**src/rtl/canlp_pkg.sv**
```systemverilog
package canlp_pkg;
  typedef enum logic [2:0] {
    ST_RUN   = 3'd0,
    ST_SAFE  = 3'd1,
    ST_DRAIN = 3'd2,
    ST_GATED = 3'd3,
    ST_WAKE  = 3'd4
  } seq_st_e;

  localparam logic [1:0] BUS_IDLE = 2'b00;
  localparam logic [1:0] BUS_OFF  = 2'b10;
endpackage

```
**src/rtl/canlp_rst_sync.sv**
```systemverilog
module canlp_rst_sync #(
  parameter int STAGES = 2
) (
  input  logic clk,
  input  logic rst_ni,
  output logic rst_no
);
  logic [STAGES-1:0] sync_q;

  always_ff @(posedge clk or negedge rst_ni) begin
    if (!rst_ni) sync_q <= '0;
    else         sync_q <= {sync_q[STAGES-2:0], 1'b1};
  end

  assign rst_no = sync_q[STAGES-1];
endmodule

```
**src/rtl/canlp_trigger.sv**
```systemverilog
module canlp_trigger (
  input  logic clk,
  input  logic rst_n,
  input  logic mod_off_req,
  input  logic doze_allow,
  input  logic sys_doze_req,
  output logic lp_req
);
  logic allow_q;

  // doze_allow must have been set in the previous cycle as well
  always_ff @(posedge clk or negedge rst_n) begin
    if (!rst_n) allow_q <= 1'b0;
    else        allow_q <= doze_allow;
  end

  assign lp_req = mod_off_req | (sys_doze_req & doze_allow & allow_q);
endmodule

```
**src/rtl/canlp_fsm.sv**
```systemverilog
module canlp_fsm
  import canlp_pkg::*;
(
  input  logic       clk,
  input  logic       rst_n,
  input  logic       lp_req,
  input  logic       frz_active,
  input  logic [1:0] pe_bus_st,
  input  logic       pe_ifs3,
  input  logic       pe_rx_lvl,
  input  logic [3:0] busy_vec,
  input  logic       pe_clk_live,
  output logic       clk_stop,
  output logic       isolate,
  output logic       ack,
  output logic       frz_clr
);
  seq_st_e st_q, st_d;
  logic    ack_q, ack_d;
  logic    via_frz_q, via_frz_d;
  logic    fclr_q, fclr_d;
  logic    safe_pt, drained;

  assign safe_pt = (pe_bus_st == BUS_IDLE) || (pe_bus_st == BUS_OFF) ||
                   (pe_ifs3 && pe_rx_lvl);
  assign drained = ~|busy_vec;

  // next state
  always_comb begin
    st_d      = st_q;
    via_frz_d = via_frz_q;
    unique case (st_q)
      ST_RUN: begin
        if (lp_req) begin
          if (frz_active) begin
            st_d      = ST_GATED;
            via_frz_d = 1'b1;
          end else begin
            st_d = ST_SAFE;
          end
        end
      end
      ST_SAFE: begin
        if (!lp_req)      st_d = ST_RUN;
        else if (safe_pt) st_d = ST_DRAIN;
      end
      ST_DRAIN: begin
        if (!lp_req)      st_d = ST_RUN;
        else if (drained) st_d = ST_GATED;
      end
      ST_GATED: begin
        // leave only once the acknowledge is registered, so stop and ack never move together
        if (!lp_req && ack_q) st_d = ST_WAKE;
      end
      ST_WAKE: begin
        if (pe_clk_live) begin
          st_d      = ST_RUN;
          via_frz_d = 1'b0;
        end
      end
      default: st_d = ST_RUN;
    endcase
  end

  // acknowledge next values
  always_comb begin
    ack_d  = ack_q;
    fclr_d = fclr_q;
    if (st_q == ST_GATED) begin
      ack_d  = 1'b1;
      fclr_d = via_frz_q;
    end else if (st_q == ST_WAKE && pe_clk_live) begin
      ack_d  = 1'b0;
      fclr_d = 1'b0;
    end
  end

  always_ff @(posedge clk or negedge rst_n) begin
    if (!rst_n) begin
      st_q      <= ST_RUN;
      ack_q     <= 1'b0;
      via_frz_q <= 1'b0;
      fclr_q    <= 1'b0;
    end else begin
      st_q      <= st_d;
      ack_q     <= ack_d;
      via_frz_q <= via_frz_d;
      fclr_q    <= fclr_d;
    end
  end

  assign clk_stop = (st_q == ST_GATED);
  assign isolate  = (st_q == ST_GATED) || (st_q == ST_WAKE);
  assign ack      = ack_q;
  assign frz_clr  = fclr_q;
endmodule

```
**src/rtl/canlp_acc_guard.sv**
```systemverilog
module canlp_acc_guard #(
  parameter int              AW     = 10,
  parameter int              DW     = 32,
  parameter int              NRGN   = 2,
  parameter logic [NRGN*AW-1:0] RGN_LO = {10'h020, 10'h010},
  parameter logic [NRGN*AW-1:0] RGN_HI = {10'h23F, 10'h013}
) (
  input  logic          lp_active,
  input  logic          acc_valid,
  input  logic          acc_we,
  input  logic [AW-1:0] acc_addr,
  input  logic [DW-1:0] ram_rdata,
  output logic          acc_err,
  output logic          acc_wr_en,
  output logic [DW-1:0] acc_rdata
);
  logic [NRGN-1:0] hit;
  logic            blocked;

  for (genvar g = 0; g < NRGN; g++) begin : g_rgn
    assign hit[g] = (acc_addr >= RGN_LO[g*AW +: AW]) && (acc_addr <= RGN_HI[g*AW +: AW]);
  end

  assign blocked   = lp_active && (|hit);
  assign acc_err   = acc_valid && blocked;
  assign acc_wr_en = acc_valid && acc_we && !blocked;
  assign acc_rdata = blocked ? '0 : ram_rdata;
endmodule

```
**src/rtl/canlp_seq.sv**
```systemverilog
module canlp_seq #(
  parameter int                 AW     = 10,
  parameter int                 DW     = 32,
  parameter int                 NRGN   = 2,
  parameter logic [NRGN*AW-1:0] RGN_LO = {10'h020, 10'h010},
  parameter logic [NRGN*AW-1:0] RGN_HI = {10'h23F, 10'h013}
) (
  input  logic          clk,
  input  logic          rst_n,
  input  logic          mod_off_req,
  input  logic          doze_allow,
  input  logic          sys_doze_req,
  input  logic          frz_active,
  input  logic [1:0]    pe_bus_st,
  input  logic          pe_ifs3,
  input  logic          pe_rx_lvl,
  input  logic          pe_busy_arb,
  input  logic          pe_busy_match,
  input  logic          pe_busy_movein,
  input  logic          pe_busy_moveout,
  input  logic          pe_clk_live,
  input  logic          acc_valid,
  input  logic          acc_we,
  input  logic [AW-1:0] acc_addr,
  input  logic [DW-1:0] ram_rdata,
  output logic          pe_clk_stop,
  output logic          host_clk_stop,
  output logic          not_ready,
  output logic          lp_ack,
  output logic          frz_ack_clr,
  output logic          rx_block,
  output logic          tx_force_rec,
  output logic          acc_err,
  output logic          acc_wr_en,
  output logic [DW-1:0] acc_rdata
);
  logic rst_sync_n;
  logic lp_req;
  logic clk_stop, isolate, ack, frz_clr;

  canlp_rst_sync #(.STAGES(2)) u_rst (
    .clk    (clk),
    .rst_ni (rst_n),
    .rst_no (rst_sync_n)
  );

  canlp_trigger u_trig (
    .clk          (clk),
    .rst_n        (rst_sync_n),
    .mod_off_req  (mod_off_req),
    .doze_allow   (doze_allow),
    .sys_doze_req (sys_doze_req),
    .lp_req       (lp_req)
  );

  canlp_fsm u_fsm (
    .clk         (clk),
    .rst_n       (rst_sync_n),
    .lp_req      (lp_req),
    .frz_active  (frz_active),
    .pe_bus_st   (pe_bus_st),
    .pe_ifs3     (pe_ifs3),
    .pe_rx_lvl   (pe_rx_lvl),
    .busy_vec    ({pe_busy_arb, pe_busy_match, pe_busy_movein, pe_busy_moveout}),
    .pe_clk_live (pe_clk_live),
    .clk_stop    (clk_stop),
    .isolate     (isolate),
    .ack         (ack),
    .frz_clr     (frz_clr)
  );

  canlp_acc_guard #(
    .AW(AW), .DW(DW), .NRGN(NRGN), .RGN_LO(RGN_LO), .RGN_HI(RGN_HI)
  ) u_guard (
    .lp_active (ack),
    .acc_valid (acc_valid),
    .acc_we    (acc_we),
    .acc_addr  (acc_addr),
    .ram_rdata (ram_rdata),
    .acc_err   (acc_err),
    .acc_wr_en (acc_wr_en),
    .acc_rdata (acc_rdata)
  );

  assign pe_clk_stop   = clk_stop;
  assign host_clk_stop = clk_stop;
  assign not_ready     = ack;
  assign lp_ack        = ack;
  assign frz_ack_clr   = frz_clr;
  assign rx_block      = isolate;
  assign tx_force_rec  = isolate;
endmodule

```
**config.mk**
```make
export PLATFORM = sky130hd
export DESIGN_NAME = canlp_seq
export DESIGN_NICKNAME = d
export VERILOG_FILES = /design/src/rtl/canlp_pkg.sv /design/src/rtl/canlp_rst_sync.sv /design/src/rtl/canlp_trigger.sv /design/src/rtl/canlp_fsm.sv /design/src/rtl/canlp_acc_guard.sv /design/src/rtl/canlp_seq.sv
export SDC_FILE = /design/constraint.sdc
export NUM_CORES = 1
export LEC_CHECK = 0
export CAP_MARGIN = 20
export CORE_MARGIN = 5
export CORE_UTILIZATION = 27
export CTS_CLUSTER_DIAMETER = 80
export DETAILED_ROUTE_END_ITERATION = 10
export PLACE_DENSITY = 0.91
export SYNTH_ARGS = -nofsm -noshare
export SYNTH_HDL_FRONTEND = slang
export SYNTH_SLANG_ARGS = --single-unit
```
**constraint.sdc**
```tcl
create_clock -name clk -period 3.5 [get_ports clk]
set_input_delay 0.875 -clock clk [delete_from_list [all_inputs] [get_ports clk]]
set_output_delay 0.875 -clock clk [all_outputs]
set_load 0.05 [all_outputs]
```
# Word-level counts from Yosys, hierarchy flattened

Cells that the tools add are included.

Logic and storage cells: 63
Register bits after elaboration: 9

Eq/ne operators: 11
$lt $le $gt $ge: 4
Bitwise gates (word level): 3
Reduce and logical (&&, ||, !) cells: 22
Muxes and demuxes: 17

Operators by type and width:

| kind                 | count |
|---|---|
| $mux 32              | 1 |
| $mux 3               | 7 |
| $pmux 3 s5           | 1 |
| $ge 10x5->1 const B  | 1 |
| $ge 10x6->1 const B  | 1 |
| $le 10x10->1 const B | 1 |
| $le 10x5->1 const B  | 1 |
| $logic_and 1x1->1    | 9 |
| $eq 3x2->1 const B   | 2 |
| $mux 1               | 6 |
| $ne 3x3->1 const B   | 2 |
| $reduce_and 5->1     | 1 |
| $ne 2x1->1 const B   | 2 |
| $ne 2x2->1 const B   | 2 |
| $reduce_and 4->1     | 1 |
| $reduce_bool 2->1    | 2 |
| $reduce_or 4->1      | 1 |
| $eq 3x1->1 const B   | 1 |
| $eq 3x3->1 const B   | 1 |
| $logic_not 3->1      | 1 |
| $logic_or 1x1->1     | 3 |
| $and 1x1->1          | 2 |
| $eq 2x2->1 const B   | 1 |
| $logic_not 1->1      | 2 |
| 5 further kinds      | 5 |

# Logic depth before layout (Yosys ltp)

Depth after elaboration: 7
Depth in mapped cells: 5
Gate-level depth less buffers: 4

# Modules after synthesis

Synthesis repeated with hierarchy kept, for this count alone.

Cells, all modules: 100
Area, all modules: 852.1 µm²

By module, submodules not included:

| module          | seq. area each (µm²) | area each (µm²) | cells an instance | times used |
|---|---|---|---|---|
| canlp_fsm       | 150.1                | 392.9           | 45                | 1 |
| canlp_acc_guard | 0.0                  | 349.1           | 47                | 1 |
| canlp_rst_sync  | 50.0                 | 53.8            | 3                 | 1 |
| canlp_trigger   | 25.0                 | 33.8            | 2                 | 1 |
| canlp_seq       | 0.0                  | 22.5            | 3                 | 1 |

# Worst setup path before layout

Ideal clock, no wire load.

Path type: input to output
Start: input port acc_addr[8]
End: output port acc_rdata[0]
Cell stages on the path: 5
Path buffers: 1
Arrival time: 2.350 ns
Data required time: 2.625 ns
Setup slack: 0.275 ns
Path through: or3_1 or4_4 nand3_4 buf_6 and2_1

Longest elaborated chain between the ends: 5

Ends and longest elaborated chain:

| what                                | RTL line              | text |
|---|---|---|
| from (decl)                         | canlp_seq.sv:24       | `input logic [AW-1:0] acc_addr,` |
| $ge 10x5->1 (tied with other cells) | canlp_acc_guard.sv:21 | `assign hit[g] = (acc_addr >= RGN_LO[g*AW +: AW]) && (acc_addr <= RGN_HI[g*AW +: AW]);` |
| $logic_and 1x1->1                   | canlp_acc_guard.sv:21 |  |
| $reduce_or 2->1 (*)                 | canlp_acc_guard.sv:24 | `assign blocked = lp_active && (\|hit);` |
| $logic_and 1x1->1 (*)               | canlp_acc_guard.sv:24 |  |
| $mux 32 (*)                         | canlp_acc_guard.sv:27 | `assign acc_rdata = blocked ? '0 : ram_rdata;` |
| to (decl)                           | canlp_seq.sv:35       | `output logic [DW-1:0] acc_rdata` |

Mark *: on every way between the ends. The rest lies on a longest branch, timed or not.

# Worst setup path in the final report

Start: input port acc_addr[4]
End: output port acc_rdata[29]

The elaborated chain is that of the path after synthesis.

==> results.txt <==
Fin. Hold Viols -> 0
Crit-path max FO -> 8
CTS tree -> built
Vias in the first global route -> 1,190
Psw -> 780 uW
IO Pins -> 100
Setup Fix Bufs, Post-CTS -> 0
Tightest Pin Transition -> 0.678 ns
Mean area per synthesized cell -> 8.18 um^2
Via density -> 5.16
Status -> finished, final reports clean
Max-cap violations -> 0
Initial Util -> 0.283
First-pass GRT wire length -> 6.74 mm
Met3 Usage GRT -> 0.0525
Post-synthesis mux area share -> 0.0143
Routing usage on met1 -> 0.206
Via count -> 1,155
Critical path class -> primary input to output pin
Final std cells w/o fill -> 224
Fin. max-slew vios -> 0
Register area share after synthesis -> 0.287
Flop pwr share -> 0.149
Clk Latency, worst-skew pair -> 0.26 ns
Fill count -> 156
Clk buf depth -> 2
Commonest non-fill, non-tap cell in the layout -> clkdlybuf4s50_1
Pin count of the biggest net entering global routing -> 14
Clock skew -> 0.000386 ns
Most frequent cells in the layout -> clkdlybuf4s50_1, buf_12, and2_4
Synth Register Bits -> 9
Netlist cell types -> 33
Tmin final -> 3.41 ns
Buf/Inv on CP -> 2
CP Capture Type -> output pin
Met2 global-route usage -> 0.416
Adder-cell area share of the yosys netlist -> 0
GR peak layer -> met2
Gate power share -> 0.796
Htree depth -> 1
Starting DRT DRC Count -> 42
Fin crit share -> 0.975
Syn nets -> 155
Top delay family on crit path -> simple AND/OR/NAND/NOR gates
Largest family of logic cells by synthesized area -> simple AND/OR/NAND/NOR gates
Placer Congestion -> 0.852
Post-synthesis simple-gate area fraction -> 0.455
Cells after synthesis -> 96
CTS clk-pin slew, worst paths -> 0.06 ns
Worst path max stage delay -> 0.60 ns
Crit-path cells -> clkdlybuf4s50_1, nor3b_1, or4_4, nand3_4, and2_4, buf_12
Clk root buf -> clkbuf_4
Final setup violating endpoints -> 0
Detail Route Antenna Nets -> 0
YS warnings -> 0
CTS buffer count -> 3
Post-synthesis compound-gate area fraction -> 0.145
Post-DP HPWL -> 3.24 mm
Die area -> 4090 um^2
Die width -> 63.9 um
Port bufs -> 96
Hold crit path type -> flop to async pin
Total global routing overflow -> 0
Total power -> 1.52 mW
Worst path slowest cell -> or4_4
Clock sinks -> 9
DP Worst Slack -> -0.109 ns
Drt drc -> 0
PwrDens -> 681 nW/um^2
Placeable Area -> 2780 um^2
Async set or reset register ratio after synthesis -> 1.00
Layout area overhead -> 184%
Clock power frac -> 0.055
Pint -> 740 uW
Dpl cells -> 215
Sw Share -> 0.513
Max IR drop VDD -> 0.625 mV
CP startpoint kind -> primary input
Gr usage total -> 0.214
Initial antenna violation count -> 0
Nets@finish -> 253
XOR/XNOR Fraction of Synth Area -> 0
Cell Area, Synth -> 786 um^2
Die height -> 63.9 um
Total Wirelength -> 4.43 mm
Fin worst setup slack -> 0.0890 ns
WP data required -> 2.62 ns
Max Freq -> 293 MHz
Share of cells above drive strength 1 -> 0.389
Crit path DAT -> 2.54 ns
Rows -> 19
RSZ-0062 raised after global routing -> no
Worst slew margin -> 0.548
Post-synth EDFFs -> 0
Leakage power -> 0.943 nW
WL per Instance -> 19.8 um
Antenna cells -> 0
Total iterations of the first detailed-routing run -> 4
Primary FF master, synth -> dfrtp_1
[what timing repair did]
item                                    4_1_cts  5_1_grt
endpoints found under the setup margin       33       29
pin swaps                                     3        1
hold endpoints to repair                      0        0
hold buffers                                  0        0
gates resized for setup                      38        0
gates cloned                                  5        0
[power groups by stage]
stage | logic, mW | registers, mW | clock network, mW
detailed placement | 1.12 | 0.205 | 0
finish | 1.21 | 0.226 | 0.0836
global placement | 1.10 | 0.199 | 0
floorplan | 0.648 | 0.208 | 0
CTS | 1.21 | 0.224 | 0.0847
global route | 1.26 | 0.233 | 0.0899
[worst paths after layout]
kind,cells after the start,to,start,slack [ns]
min,0,u_fsm.via_frz_q,u_rst.sync_q[1],0.12
max,6,acc_rdata[29],acc_addr[4],0.09
max reg2reg,3,u_fsm.st_q[1],u_fsm.st_q[1],1.69
min reg2reg,0,u_fsm.via_frz_q,u_rst.sync_q[1],0.12
min in group clk,0,u_rst.sync_q[1],u_rst.sync_q[0],0.36
max in group asynchronous,1,u_rst.sync_q[1],rst_n,2.62
[per-stage QoR]
| step | instance area [um^2] | utilization | TNS (ns) | hold WS (ns) |
|---|---|---|---|---|
| final | 2230 | 0.803 | 0 | 0.116 |
| after global routing | 2230 | 0.803 | 0 | 0.150 |
| after CTS | 2230 | 0.803 | 0 | 0.131 |
| after detailed placement | 2050 | 0.736 | -2.97 | 0.128 |
| after global placement | 2050 | 0.736 | -1.94 | 0.110 |
| after floorplan | 786 | - | 0 | 0.0815 |
[cell usage after synthesis, types with 2 or more instances]
cell,n,area (um^2)
o21ai_0,2,10.0
dfrtp_1,9,225
a31oi_1,3,18.8
nor2_1,7,26.3
inv_1,2,7.51
o211ai_1,2,15.0
nand3b_1,2,15.0
buf_2,2,10.0
buf_6,3,33.8
nand2_1,5,18.8
a21oi_1,3,15.0
and2_1,32,200
nor2b_1,2,12.5
buf_4,3,22.5
[cell families (layout without fill, tap and decap cells)]
family	Yosys count	after routing
muxes	1	1
buffers and inverters	10	102
other	1	1
AOI/OAI and AO/OA	17	17
and+or+nand+nor	58	63
DFF	9	9
[per-layer routing]
layer  vias to the layer above  wire, um
met4                         0       162
met5                         -         0
li1                        530         -
met3                        14       350
met2                        73      2560
met1                       538      1360
[worst register-to-register path, stage by stage, from the launching register on]
cell and delay [ns]:
dfrtp_1 0.56, or4b_1 0.50, o211ai_1 0.28, mux2_2 0.37
[sequential cells by signal, indices dropped and copies added (netlist names)]
name	count
u_trig.allow_q	1
u_rst.sync_q	2
u_fsm.st_q	3
u_fsm.ack	1
u_fsm.frz_clr	1
u_fsm.via_frz_q	1
[final cells by class]
class	instances	area, um^2	area share
sequential	9	225	0.101
tap	31	38.8	0.0174
clock buffer	4	26.3	0.0118
timing repair buffer	96	1290	0.576
multi-input combinational	82	649	0.291
inverter	2	7.51	0.00336
Note: power is estimated with default switching activity, not from simulation.
